===== src/rtl/mext_mul.sv =====
module mext_mul #(
  parameter int XLEN = 32
) (
  input  logic            clk,
  input  logic            rst_n,
  input  logic            start,
  input  logic [3:0]      op_code,
  input  logic [1:0]      sgn_ctl,
  input  logic [XLEN-1:0] opa,
  input  logic [XLEN-1:0] opb,
  output logic            busy,
  output logic            done,
  output logic [XLEN-1:0] result
);
  localparam int EW = XLEN + 1;
  localparam int AW = 2 * EW;
  localparam int PW = 2 * XLEN;
  localparam int CW = $clog2(EW + 1);
  localparam logic [3:0] OP_HIGH = 4'b1011;

  logic [AW-1:0] acc, mcand, acc_nx;
  logic [EW-1:0] mplier;
  logic [CW-1:0] step;
  logic          hi_sel, last;

  wire [EW-1:0] a_ext = {sgn_ctl[0] & opa[XLEN-1], opa};
  wire [EW-1:0] b_ext = {sgn_ctl[1] & opb[XLEN-1], opb};

  assign last   = (step == CW'(XLEN));
  assign acc_nx = !mplier[0] ? acc : (last ? acc - mcand : acc + mcand);

  always_ff @(posedge clk or negedge rst_n) begin
    if (!rst_n) begin
      busy   <= 1'b0;
      done   <= 1'b0;
      result <= '0;
      acc    <= '0;
      mcand  <= '0;
      mplier <= '0;
      step   <= '0;
      hi_sel <= 1'b0;
    end else begin
      done <= 1'b0;
      if (busy) begin
        acc    <= acc_nx;
        mcand  <= mcand << 1;
        mplier <= mplier >> 1;
        step   <= step + 1'b1;
        if (last) begin
          busy   <= 1'b0;
          done   <= 1'b1;
          result <= hi_sel ? acc_nx[PW-1:XLEN] : acc_nx[XLEN-1:0];
        end
      end else if (start) begin
        busy   <= 1'b1;
        acc    <= '0;
        mcand  <= {{(AW-EW){a_ext[EW-1]}}, a_ext};
        mplier <= b_ext;
        step   <= '0;
        hi_sel <= (op_code == OP_HIGH);
      end
    end
  end

  logic [CW-1:0] run_len;
  always_ff @(posedge clk or negedge rst_n) begin
    if (!rst_n)    run_len <= '0;
    else if (busy) run_len <= run_len + 1'b1;
    else           run_len <= '0;
  end


  start_accept_chk: assert property (@(posedge clk) disable iff (!rst_n)
    (start && !busy && !done) |=> busy);


  run_length_chk: assert property (@(posedge clk) disable iff (!rst_n)
    done |-> (run_len == CW'(EW)));


  busy_done_excl_chk: assert property (@(posedge clk) disable iff (!rst_n)
    !(busy && done));


  done_pulse_chk: assert property (@(posedge clk) disable iff (!rst_n)
    done |=> !done);


  result_hold_chk: assert property (@(posedge clk) disable iff (!rst_n)
    !$stable(result) |-> done);
endmodule


===== config.mk =====
export PLATFORM = sky130hd
export DESIGN_NAME = mext_mul
export DESIGN_NICKNAME = d
export VERILOG_FILES = /design/src/rtl/mext_mul.sv
export SDC_FILE = /design/constraint.sdc
export NUM_CORES = 1
export LEC_CHECK = 0
export ABC_AREA = 1
export BUFFER_PORTS_ARGS = -buffer_cell sky130_fd_sc_hd__clkbuf_2
export CORE_AREA = 2 2 187 235
export CTS_CLUSTER_SIZE = 25
export DETAILED_ROUTE_END_ITERATION = 10
export DIE_AREA = 0 0 189 237
export PLACE_DENSITY = 0.63
export SKIP_LAST_GASP = 1
export SLEW_MARGIN = 25
export SYNTH_ARGS = -nofsm -noshare
export SYNTH_HDL_FRONTEND = slang
export SYNTH_SLANG_ARGS = --single-unit
export TNS_END_PERCENT = 100

===== constraint.sdc =====
create_clock -name clk -period 8.1 [get_ports clk]
set_clock_uncertainty 0.05 [all_clocks]
set_input_delay 0.81 -clock clk [delete_from_list [all_inputs] [get_ports clk]]
set_output_delay 0.81 -clock clk [all_outputs]
set_load 0.02 [all_outputs]

==> flow_metrics.py <==
metrics = {
    "timing": {
        "drv_slew": 0,
        "post-route-min-period_ns": 4.898,
        "timing.setup.tns_ns": 0,
        "setup_violations": 0,
        "clock.fmax_mhz": 204.1,
        "fin_crit_sh_pct": 60.47,
        "tightest_slew_ns": 0.9007,
        "hold_violations": 0,
        "worst_slew_margin_rel_pct": 39.95,
        "rsz_0062_raised_after_global_routing": "no",
    },
    "clocking": {
        "cts_tree": "done",
        "root_buffer": "sky130_fd_sc_hd__clkbuf_16",
        "cts_buffers": 25,
        "maximum_count_of_clock_buffers_along_a_single_path": 3,
        "cts.hold.buffers_added": 0,
        "clock_tree.htree_level_count": 1,
        "tritoncts_num_sinks": 202,
        "worst_skew_pair_latency_ns": 0.56,
        "post_cts_resize_count": 0,
        "cts_clock_pin_slew_for_the_worst_setup_and_hold_paths_ns": 0.06,
        "post-cts-setup-buffers": 0,
    },
    "global_route": {
        "grt_pass1_vias": 16910,
        "grt_pass1_wl_mm": 94.03,
        "grt_start_max_net_pins": 90,
        "grt_overflow_total": 0,
        "grt_antenna_before_repair": 0,
        "groute.usage.overall_pct": 27.18,
    },
    "logic_synthesis": {
        "yosys_warnings": 0,
        "synth.top_cell.area_share_pct": 30.11,
        "avgSynthCellArea_um2": 6.176,
        "synth_instances": 2718,
        "yosys.cell_types.count": 47,
        "ys_seq_elements": 202,
        "synth.yosys.seq_area_share_pct": 30.11,
        "asyncSetResetFlopFracSynth_pct": 100.0,
        "syn_nets": 2858,
        "synth_ff_type": "sky130_fd_sc_hd__dfrtp_1",
        "synth_enable_flop_cells": 0,
        "post_synth_most_frequent_cells": "1087 x sky130_fd_sc_hd__nand2_1, 431 x sky130_fd_sc_hd__inv_1, 202 x sky130_fd_sc_hd__dfrtp_1",
        "synth_most_common_cell": "sky130_fd_sc_hd__nand2_1",
        "netlist.top_cell.by_area": "sky130_fd_sc_hd__dfrtp_1",
        "post_synth_instance_area_mm2": 0.01679,
        "ys_top_cells_by_area": "sky130_fd_sc_hd__dfrtp_1 30%, sky130_fd_sc_hd__nand2_1 24%, sky130_fd_sc_hd__inv_1 9.6%",
    },
    "die": {
        "std_cell_core_area_mm2": 0.04265,
        "fp-row-count": 85,
        "die-height_um": 237,
        "floorplan.io_pins": 107,
        "die_area_mm2": 0.04479,
        "initial_core_utilization_pct": 39.36,
        "floorplan.die.width_um": 189,
    },
    "layout": {
        "fraction_of_layout_cells_with_a_size_suffix_above_1_pct": 7.950,
        "nNetsFinal": 2927,
        "diodes": 0,
        "syn_to_final_growth_pct": 11.67,
    },
    "setup_path": {
        "required_time_of_the_critical_path_ns": 8.49,
        "crit_path_top_delay_cell": "sky130_fd_sc_hd__a31oi_1",
        "cp-end-kind": "flop",
        "cp_max_fo": 45,
        "worst-r2r-setup-slack_ns": 3.20,
        "max_stage_delay_ns": 0.53,
        "path_class": "flop to flop",
        "cp_common_cell": "sky130_fd_sc_hd__nand2_1",
        "setup.worst_path.start_class": "flop",
        "crit_arrival_ns": 5.29,
        "critical_path.cell_chain": "inv_1 > ha_1 > nand3_2 > buf_4 > inv_2 > a31oi_1 > o21bai_1 > xor2_1 > inv_1 > ha_1 > nand2_1 > nor2_1 > nand2_1 > inv_1 > nand2_1 > nor2_1 > nand2_1 > nand3_1 > nand2_1 > nand3_1 > nand3_1 > nand2_1 > nand2_1",
    },
    "route": {
        "drt-vias-per-instance": 5.183,
        "wl_per_cell_um": 18.04,
        "drt_iter0_markers": 1311,
        "drcViolationCount": 0,
        "detailroute.via_count": 17470,
        "detail_route.first_pass.iterations": 5,
        "antenna_violating_nets_post_route": 0,
        "totalWireLength_mm": 60.79,
    },
    "worst_hold_path": {
        "hp-class": "input port to async pin",
    },
    "placed_design": {
        "place.port_buffers": 106,
        "dp_hpwl_mm": 47.68,
        "gp_congestion": 1.024,
    },
    "run_status": {
        "outcome": "complete, no violations",
    },
    "flow_run": {
        "max_cap_viol_count": 0,
    },
}
-- logic make-up after synthesis --
logic type | after synthesis | share of synthesized area (%)
buffers and inverters | 522 | 11.72
AO/OA/AOI/OAI | 285 | 10.44
adder cells (fa/ha/maj) | 67 | 5.039
flip-flops | 202 | 30.11
AND/OR/NAND/NOR | 1564 | 38.61
XOR/XNOR | 78 | 4.070
-- registers in the layout, summed over array words and instances, names as in the netlist --
signal	flops
acc	64
done	1
mplier	33
busy	1
mcand	64
result	32
hi_sel	1
step	6
-- path summary, 6_finish.rpt --
kind / from / depth (start not counted) / to
worst max register to register: step[0]$_DFFE_PN0P_ / 23 / result[20]$_DFFE_PN0P_
worst min-delay path: rst_n / 1 / step[1]$_DFFE_PN0P_
min in group clk: opb[15] / 3 / mplier[15]$_DFFE_PN0P_
worst max-delay path: step[0]$_DFFE_PN0P_ / 23 / result[20]$_DFFE_PN0P_
max in group asynchronous: rst_n / 2 / mplier[0]$_DFFE_PN0P_
worst min register to register: result[20]$_DFFE_PN0P_ / 2 / result[20]$_DFFE_PN0P_
-- cell usage in the layout, fill, tap and decap left out, types with 10 or more instances in the layout --
cell                        netlist  routed
sky130_fd_sc_hd__xor2_1          67      67
sky130_fd_sc_hd__xnor2_1         11      11
sky130_fd_sc_hd__o221ai_1        45      45
sky130_fd_sc_hd__inv_2            8      10
sky130_fd_sc_hd__clkbuf_16        0      25
sky130_fd_sc_hd__ha_1            66      66
sky130_fd_sc_hd__nand4_1         30      30
sky130_fd_sc_hd__dfrtp_1        202     200
sky130_fd_sc_hd__o211ai_1        11      11
sky130_fd_sc_hd__clkbuf_2         0     105
sky130_fd_sc_hd__inv_1          431     430
sky130_fd_sc_hd__nand3b_1        23      23
sky130_fd_sc_hd__nand2_1       1087    1087
sky130_fd_sc_hd__o21ai_1         11      11
sky130_fd_sc_hd__nor3_1          17      17
sky130_fd_sc_hd__nand3_1        158     157
sky130_fd_sc_hd__nand2_2         10      10
sky130_fd_sc_hd__a21o_1          13      13
sky130_fd_sc_hd__nor2_1         196     194
sky130_fd_sc_hd__o21ai_0         78      78
sky130_fd_sc_hd__buf_4            1      13
sky130_fd_sc_hd__a21oi_1         90      90
-- worst max-delay path, delay by kind of cell (launching register included) --
family / cells / cell delay [ns]
and+or+nand+nor: 13 / 1.39
buffers and inverters: 5 / 1.07
AOI/OAI and AO/OA: 2 / 0.78
adders and majority gates: 2 / 0.61
xor gates and xnor gates: 1 / 0.40
DFF: 1 / 0.39
-- area by class of cell --
type / count / area [um^2]
Fill cell: 4548 / 23900
Timing Repair Buffer: 120 / 664.4
Clock buffer: 34 / 699.4
Inverter: 444 / 1669
Clock inverter: 11 / 170.2
Multi-Input combinational cell: 1994 / 9778
Tap cell: 565 / 706.9
Sequential cell: 202 / 5057
-- layer usage --
| metal | global-route usage, % | up-vias | wire length, um |
|---|---|---|---|
| met4 | 15.44 | 0 | 3840 |
| met3 | 2.623 | 139 | 3085 |
| li1 | - | 8630 | - |
| met1 | 34.11 | 8096 | 25490 |
| met5 | 0 | - | 0 |
| met2 | 45.57 | 602 | 28370 |
-- metrics by stage --
step	cell area (um^2)	setup WS (ns)	hold WS (ns)	util (%)	instances
finish	18750	3.202	0.2708	43.95	3370
global route	18750	2.987	0.3411	43.95	3370
CTS	18710	3.307	0.2986	43.88	3369
detailed placement	17840	3.312	0.4180	41.84	3324
global placement	17840	3.296	0.4129	41.83	3324
floorplan	16790	4.817	0.4080	-	2718
Power is not shown: default switching activity piles up to over one toggle a cycle in this logic, so the estimate is an artifact.
